===== config.mk =====
export PLATFORM = sky130hd
export DESIGN_NAME = btn_step_counter
export DESIGN_NICKNAME = d
export VERILOG_FILES = /design/src/rtl/bsc_pkg.sv /design/src/rtl/bsc_sync.sv /design/src/rtl/bsc_tick.sv /design/src/rtl/bsc_hist.sv /design/src/rtl/bsc_counter.sv /design/src/rtl/btn_step_counter.sv
export SDC_FILE = /design/constraint.sdc
export NUM_CORES = 1
export LEC_CHECK = 0
export BUFFER_PORTS_ARGS = -buffer_cell sky130_fd_sc_hd__buf_4
export CORE_UTILIZATION = 50
export CTS_CLUSTER_DIAMETER = 80
export CTS_CLUSTER_SIZE = 16
export DETAILED_ROUTE_END_ITERATION = 7
export PLACE_DENSITY = 0.67
export SLEW_MARGIN = 20
export SYNTH_ARGS = -nofsm -noshare
export SYNTH_HDL_FRONTEND = slang
export SYNTH_SLANG_ARGS = --single-unit
export TNS_END_PERCENT = 50

===== constraint.sdc =====
create_clock -name clk -period 1.8 [get_ports clk]
set_input_delay 0.09 -clock clk [delete_from_list [all_inputs] [get_ports clk]]
set_output_delay 0.09 -clock clk [all_outputs]
set_load 0.03 [all_outputs]

===== src/rtl/bsc_pkg.sv =====
package bsc_pkg;
  typedef enum logic {
    DIR_DOWN = 1'b0,
    DIR_UP   = 1'b1
  } dir_e;
endpackage


===== src/rtl/bsc_sync.sv =====
module bsc_sync (
  input  logic clk,
  input  logic rst_n,
  input  logic async_in,
  output logic sync_out
);
  logic meta_q, stable_q;

  always_ff @(posedge clk or negedge rst_n) begin
    if (!rst_n) begin
      meta_q   <= 1'b0;
      stable_q <= 1'b0;
    end else begin
      meta_q   <= async_in;
      stable_q <= meta_q;
    end
  end

  assign sync_out = stable_q;
endmodule


===== src/rtl/bsc_tick.sv =====
module bsc_tick #(
  parameter int TICK_DIV = 250000
) (
  input  logic clk,
  input  logic rst_n,
  output logic tick
);
  generate
    if (TICK_DIV <= 1) begin : g_every
      assign tick = 1'b1;
    end else begin : g_div
      localparam int DW = $clog2(TICK_DIV);
      localparam logic [DW-1:0] LAST = DW'(TICK_DIV - 1);
      logic [DW-1:0] div_q;
      logic [DW-1:0] gap_q;

      always_ff @(posedge clk or negedge rst_n) begin
        if (!rst_n)            div_q <= '0;
        else if (div_q == LAST) div_q <= '0;
        else                   div_q <= div_q + 1'b1;
      end

      assign tick = (div_q == LAST);

      // independent spacing monitor: cycles since the previous tick
      always_ff @(posedge clk or negedge rst_n) begin
        if (!rst_n)    gap_q <= '0;
        else if (tick) gap_q <= '0;
        else if (gap_q != LAST) gap_q <= gap_q + 1'b1;
      end

      AST_TICK_NOT_BACK_TO_BACK: assert property (@(posedge clk) disable iff (!rst_n)
        tick |=> !tick);
      AST_TICK_SPACING: assert property (@(posedge clk) disable iff (!rst_n)
        (tick && $past(tick == 1'b0) && $past(gap_q) != '0) |-> ($past(gap_q) == LAST - 1'b1));
    end
  endgenerate
endmodule


===== src/rtl/bsc_hist.sv =====
module bsc_hist #(
  parameter int HIST_LEN = 5
) (
  input  logic clk,
  input  logic rst_n,
  input  logic tick,
  input  logic btn_s,
  output logic press
);
  localparam logic [HIST_LEN-1:0] ARM_PAT = {1'b0, {(HIST_LEN-1){1'b1}}};

  logic [HIST_LEN-1:0] hist_q;
  logic                fresh_q;

  always_ff @(posedge clk or negedge rst_n) begin
    if (!rst_n) begin
      hist_q  <= '0;
      fresh_q <= 1'b0;
    end else begin
      fresh_q <= tick;
      if (tick) hist_q <= {hist_q[HIST_LEN-2:0], btn_s};
    end
  end

  // one qualifying look per sample, right after the shift
  assign press = fresh_q && (hist_q == ARM_PAT);

  AST_PRESS_SINGLE_CYCLE: assert property (@(posedge clk) disable iff (!rst_n)
    press |=> !press);
  AST_PRESS_AFTER_TICK: assert property (@(posedge clk) disable iff (!rst_n)
    press |-> $past(tick));
  AST_HOLD_NO_REPEAT: assert property (@(posedge clk) disable iff (!rst_n)
    (fresh_q && hist_q == '1) |-> !press);
endmodule


===== src/rtl/bsc_counter.sv =====
module bsc_counter #(
  parameter int CNT_W = 4
) (
  input  logic             clk,
  input  logic             rst_n,
  input  logic             press,
  input  logic             dir_up,
  output logic [CNT_W-1:0] count
);
  import bsc_pkg::*;

  localparam logic [CNT_W-1:0] TOP = '1;

  function automatic logic [CNT_W-1:0] step_of(input logic [CNT_W-1:0] c, input dir_e d);
    if (d == DIR_UP) return (c == TOP) ? '0 : c + 1'b1;
    else             return (c == '0) ? TOP : c - 1'b1;
  endfunction

  logic [CNT_W-1:0] cnt_q;

  always_ff @(posedge clk or negedge rst_n) begin
    if (!rst_n)     cnt_q <= '0;
    else if (press) cnt_q <= step_of(cnt_q, dir_e'(dir_up));
  end

  assign count = cnt_q;

  AST_HOLD_WITHOUT_PRESS: assert property (@(posedge clk) disable iff (!rst_n)
    !press |=> $stable(count));
  AST_WRAP_UP: assert property (@(posedge clk) disable iff (!rst_n)
    (press && dir_up && count == TOP) |=> (count == '0));
  AST_WRAP_DOWN: assert property (@(posedge clk) disable iff (!rst_n)
    (press && !dir_up && count == '0) |=> (count == TOP));
  AST_UP_MOVES: assert property (@(posedge clk) disable iff (!rst_n)
    (press && dir_up && count != TOP) |=> (count > $past(count)));
  AST_DOWN_MOVES: assert property (@(posedge clk) disable iff (!rst_n)
    (press && !dir_up && count != '0) |=> (count < $past(count)));
endmodule


===== src/rtl/btn_step_counter.sv =====
module btn_step_counter #(
  parameter int CNT_W    = 4,
  parameter int HIST_LEN = 5,
  parameter int TICK_DIV = 250000
) (
  input  logic             clk,
  input  logic             rst_n,
  input  logic             btn_raw,
  input  logic             dir_up,
  output logic [CNT_W-1:0] count
);
  logic btn_s;
  logic tick;
  logic press;

  bsc_sync u_sync (
    .clk      (clk),
    .rst_n    (rst_n),
    .async_in (btn_raw),
    .sync_out (btn_s)
  );

  bsc_tick #(.TICK_DIV(TICK_DIV)) u_tick (
    .clk   (clk),
    .rst_n (rst_n),
    .tick  (tick)
  );

  bsc_hist #(.HIST_LEN(HIST_LEN)) u_hist (
    .clk   (clk),
    .rst_n (rst_n),
    .tick  (tick),
    .btn_s (btn_s),
    .press (press)
  );

  bsc_counter #(.CNT_W(CNT_W)) u_cnt (
    .clk    (clk),
    .rst_n  (rst_n),
    .press  (press),
    .dir_up (dir_up),
    .count  (count)
  );

  AST_RESET_ZERO: assert property (@(posedge clk)
    !rst_n |=> (count == '0) || rst_n);
endmodule


==> qor_table.md <==
| Item | Reported | Unit |
|:---|:---|:---|
| Root buffer cell | sky130_fd_sc_hd__clkbuf_4 | - |
| Final weighted congestion of routability-driven global placement | 0.800 | - |
| Post-synth net total | 135 | - |
| P per Cell Area | 782 | mW/mm2 |
| Count of nets after finishing | 151 | - |
| Via count of the first global-routing pass | 976 | - |
| Ys Warns | 0 | - |
| Count of input and output buffers | 7 | - |
| Clock Tree Buf Depth | 2 | - |
| Antenna violations before repair | 0 | - |
| Most utilized layer in the global route result | met2 | - |
| Unrepaired setup endpoints after global routing | false | - |
| Signed area change from the synthesized netlist to the final layout | 14.3 | % |
| Total chip power | 1.25 | mW |
| Layout Cells excl Fill | 175 | - |
| Number of instances resized during post-cts repair | 0 | - |
| Seq/Total Area, Yosys | 53.8 | % |
| Filler cell count in the final layout | 214 | - |
| Number of hold violations in the final report | 0 | - |
| Core Rows | 18 | - |
| Total core area | 0.00257 | mm2 |
| Kind of end point of the critical path | flop | - |
| Post-Place Cells | 165 | - |
| Clock latency at the later pin of the worst-skew pair | 0.33 | ns |
| Wire length of the first global-routing pass | 4110 | um |
| CTS H-tree lvls | 2 | - |
| Number of search-and-repair iterations in the first detailed-routing pass | 4 | - |
| Number of register bits inferred by synthesis | 30 | - |
| Leading cell type in the layout, fill and taps excluded | sky130_fd_sc_hd__dfrtp_1 | - |
| Via count | 996 | - |
| CTS sink count | 30 | - |
| FF/Latch Area | 751 | um2 |
| Die area | 0.00301 | mm2 |
| Post-synthesis instance total | 128 | - |
| Worst IR Drop VDD | 0.000638 | V |
| Max-capacitance violation count | 0 | - |
| Required arrival time at the worst endpoint | 2.02 | ns |
| Smallest hold slack | 0.143 | ns |
| Maximum number of pins on one net before global-route repair | 31 | - |
| Worst min-delay path class | in2reg | - |
| Wirelength per Cell | 13.9 | um |
| Clock period minus worst slack | 1.69 | ns |
| Chip height | 54.8 | um |
| Post-synth design cell area | 0.00140 | mm2 |
| Detail Route Antenna Nets | 0 | - |
| Reg clk slew, reported paths | 0.10 | ns |
| Vias per cell | 5.69 | - |
| Worst max-slew margin expressed relative to the limit | 74.2 | % |
| Area taken by multi-input logic gates | 604 | um2 |
| Synth cell types | 29 | - |
| Chip width | 54.8 | um |
| Status | completed | - |
| Slew at the pin with the worst max-slew slack | 0.383 | ns |
| CTS buffer count | 5 | - |
| Number of diodes added for antenna fixing | 0 | - |
| Starting density of the core | 54.4 | % |
| Placed wire-length estimate | 1780 | um |
| Most frequent cells in the layout | sky130_fd_sc_hd__dfrtp_1, sky130_fd_sc_hd__nor2_1, sky130_fd_sc_hd__xnor2_1, sky130_fd_sc_hd__buf_4, sky130_fd_sc_hd__nand3_1 | - |
| Tcrit/Tclk final | 93.7 | % |
| Critical Path AT | 1.90 | ns |
| Initial DRC count | 22 | - |
| TNS Setup | 0 | ns |
| Worst Path Max Fanout | 6 | - |
| Fmax | 593 | MHz |
| Fin Clk Skew | 0.00691 | ns |
| Sum of overflow across all layers after global routing | 0 | - |
| Postcts setup bufs | 0 | - |
| Number of placed I/O pins | 8 | - |
| Total setup violations reported at the end of the flow | 0 | - |
| Critical setup path kind | reg2reg | - |
| Crit path launch type | flop | - |
| Leakage | 0.753 | nW |
| # hold bufs at CTS | 2 | - |
| Global Route met1 Usage | 23.3 | % |
| Final wirelength | 2430 | um |
| Global-route total usage across every layer | 20.3 | % |
| Global routing usage on met2 | 33.9 | % |
| Met3 Resource Use GR | 5.83 | % |
| Clock tree from TritonCTS | done | - |
| Number of design rule violations left after detail routing | 0 | - |
| Ratio of cells with drive above 1 in the final layout | 17.9 | % |
| Average cell area after synthesis | 10.9 | um2 |
| Max-slew violation count | 0 | - |
synthesized netlist by cell type (all sizes together):
cell    instances  area share (%)
dfrtp          30              54
nor2           17             4.6
xnor2          11             6.9
nand3           9             3.2
inv             7             1.9
nand4           7             3.1
nor4            6             2.7
xor2            6             3.8
mux2            5             4.0
nand2           4             1.1
ha              3             2.7
o21ai           3             1.1
a21o            2             1.1
a21oi           2            0.72
clkbuf          2            0.54
nor3            2             1.5
a221o           1            0.72
a311oi          1            0.63
a31oi           1            0.45
and3            1            0.45
and4b           1            0.72
buf             1            0.54
mux2i           1            0.72
nor2b           1            0.45
nor4b           1             1.1
o31a            1            0.63
o31ai           1            0.54
or2             1            0.45
cell families (layout without fill, tap and decap cells):
group / after synthesis / in the layout / synth area share [%]
buffers and inverters: 10 / 27 / 2.96
xor gates and xnor gates: 17 / 17 / 10.7
muxes: 6 / 6 / 4.75
and+or+nand+nor: 50 / 50 / 19.4
AOI/OAI and AO/OA: 12 / 12 / 5.82
adders and majority gates: 3 / 3 / 2.69
DFF: 30 / 30 / 53.8
flip-flops by register name, summed over array words and instances (netlist names):
signal,count
u_cnt.count,4
u_tick.g_div.div_q,18
u_sync.sync_out,1
u_sync.meta_q,1
u_hist.hist_q,5
u_hist.fresh_q,1
per-stage QoR:
| step | instance area [um2] | setup WS (ns) | util, % |
|---|---|---|---|
| floorplan | 1400 | 0.183 | - |
| global placement | 1490 | 0.181 | 58.2 |
| detailed placement | 1490 | 0.113 | 58.2 |
| CTS | 1600 | 0.0983 | 62.2 |
| global route | 1600 | 0.0106 | 62.2 |
| finish | 1600 | 0.113 | 62.2 |
path summary, 6_finish.rpt:
| check | startpoint | endpoint | slack (ns) | cells after the start |
|---|---|---|---|---|
| setup / recovery | u_tick.g_div.div_q[9]$_DFF_PN0_ | u_hist.hist_q[1]$_DFFE_PN0N_ | 0.11 | 4 |
| hold / removal | dir_up | u_cnt.count[1]$_DFFE_PN0P_ | 0.14 | 3 |
| setup reg to reg | u_tick.g_div.div_q[9]$_DFF_PN0_ | u_hist.hist_q[1]$_DFFE_PN0N_ | 0.11 | 4 |
| hold reg to reg | u_sync.meta_q$_DFF_PN0_ | u_sync.sync_out$_DFF_PN0_ | 0.36 | 0 |
| max in group asynchronous | rst_n | u_cnt.count[3]$_DFFE_PN0P_ | 1.31 | 2 |
| min in group asynchronous | rst_n | u_tick.g_div.div_q[10]$_DFF_PN0_ | 0.21 | 2 |
critical path, stage by stage (launching register included):
cell	delay [ns]
sky130_fd_sc_hd__dfrtp_1	0.42
sky130_fd_sc_hd__nor4b_2	0.26
sky130_fd_sc_hd__nand4_1	0.19
sky130_fd_sc_hd__nor3_4	0.33
sky130_fd_sc_hd__mux2_2	0.38
area by class of cell:
cell class                      instances  area share (%)
Timing Repair Buffer                   12            5.96
Clock inverter                          3            2.82
Tap cell                               30            2.35
Clock buffer                            5            2.35
Multi-Input combinational cell         88            37.9
Inverter                                7            1.65
Sequential cell                        30            47.0
power by group:
group          leakage [nW]  switching (mW)  internal (mW)
logic                 0.333          0.0211         0.0122
clock network        0.0374           0.245          0.291
registers             0.382         0.00199          0.677
total                 0.753           0.268          0.980
routing by layer:
metal	vias up	wire (um)
li1	480	-
met1	481	1080
met2	28	1180
met3	7	109
met4	0	57
met5	-	0
(Power assumes the default switching activity.)
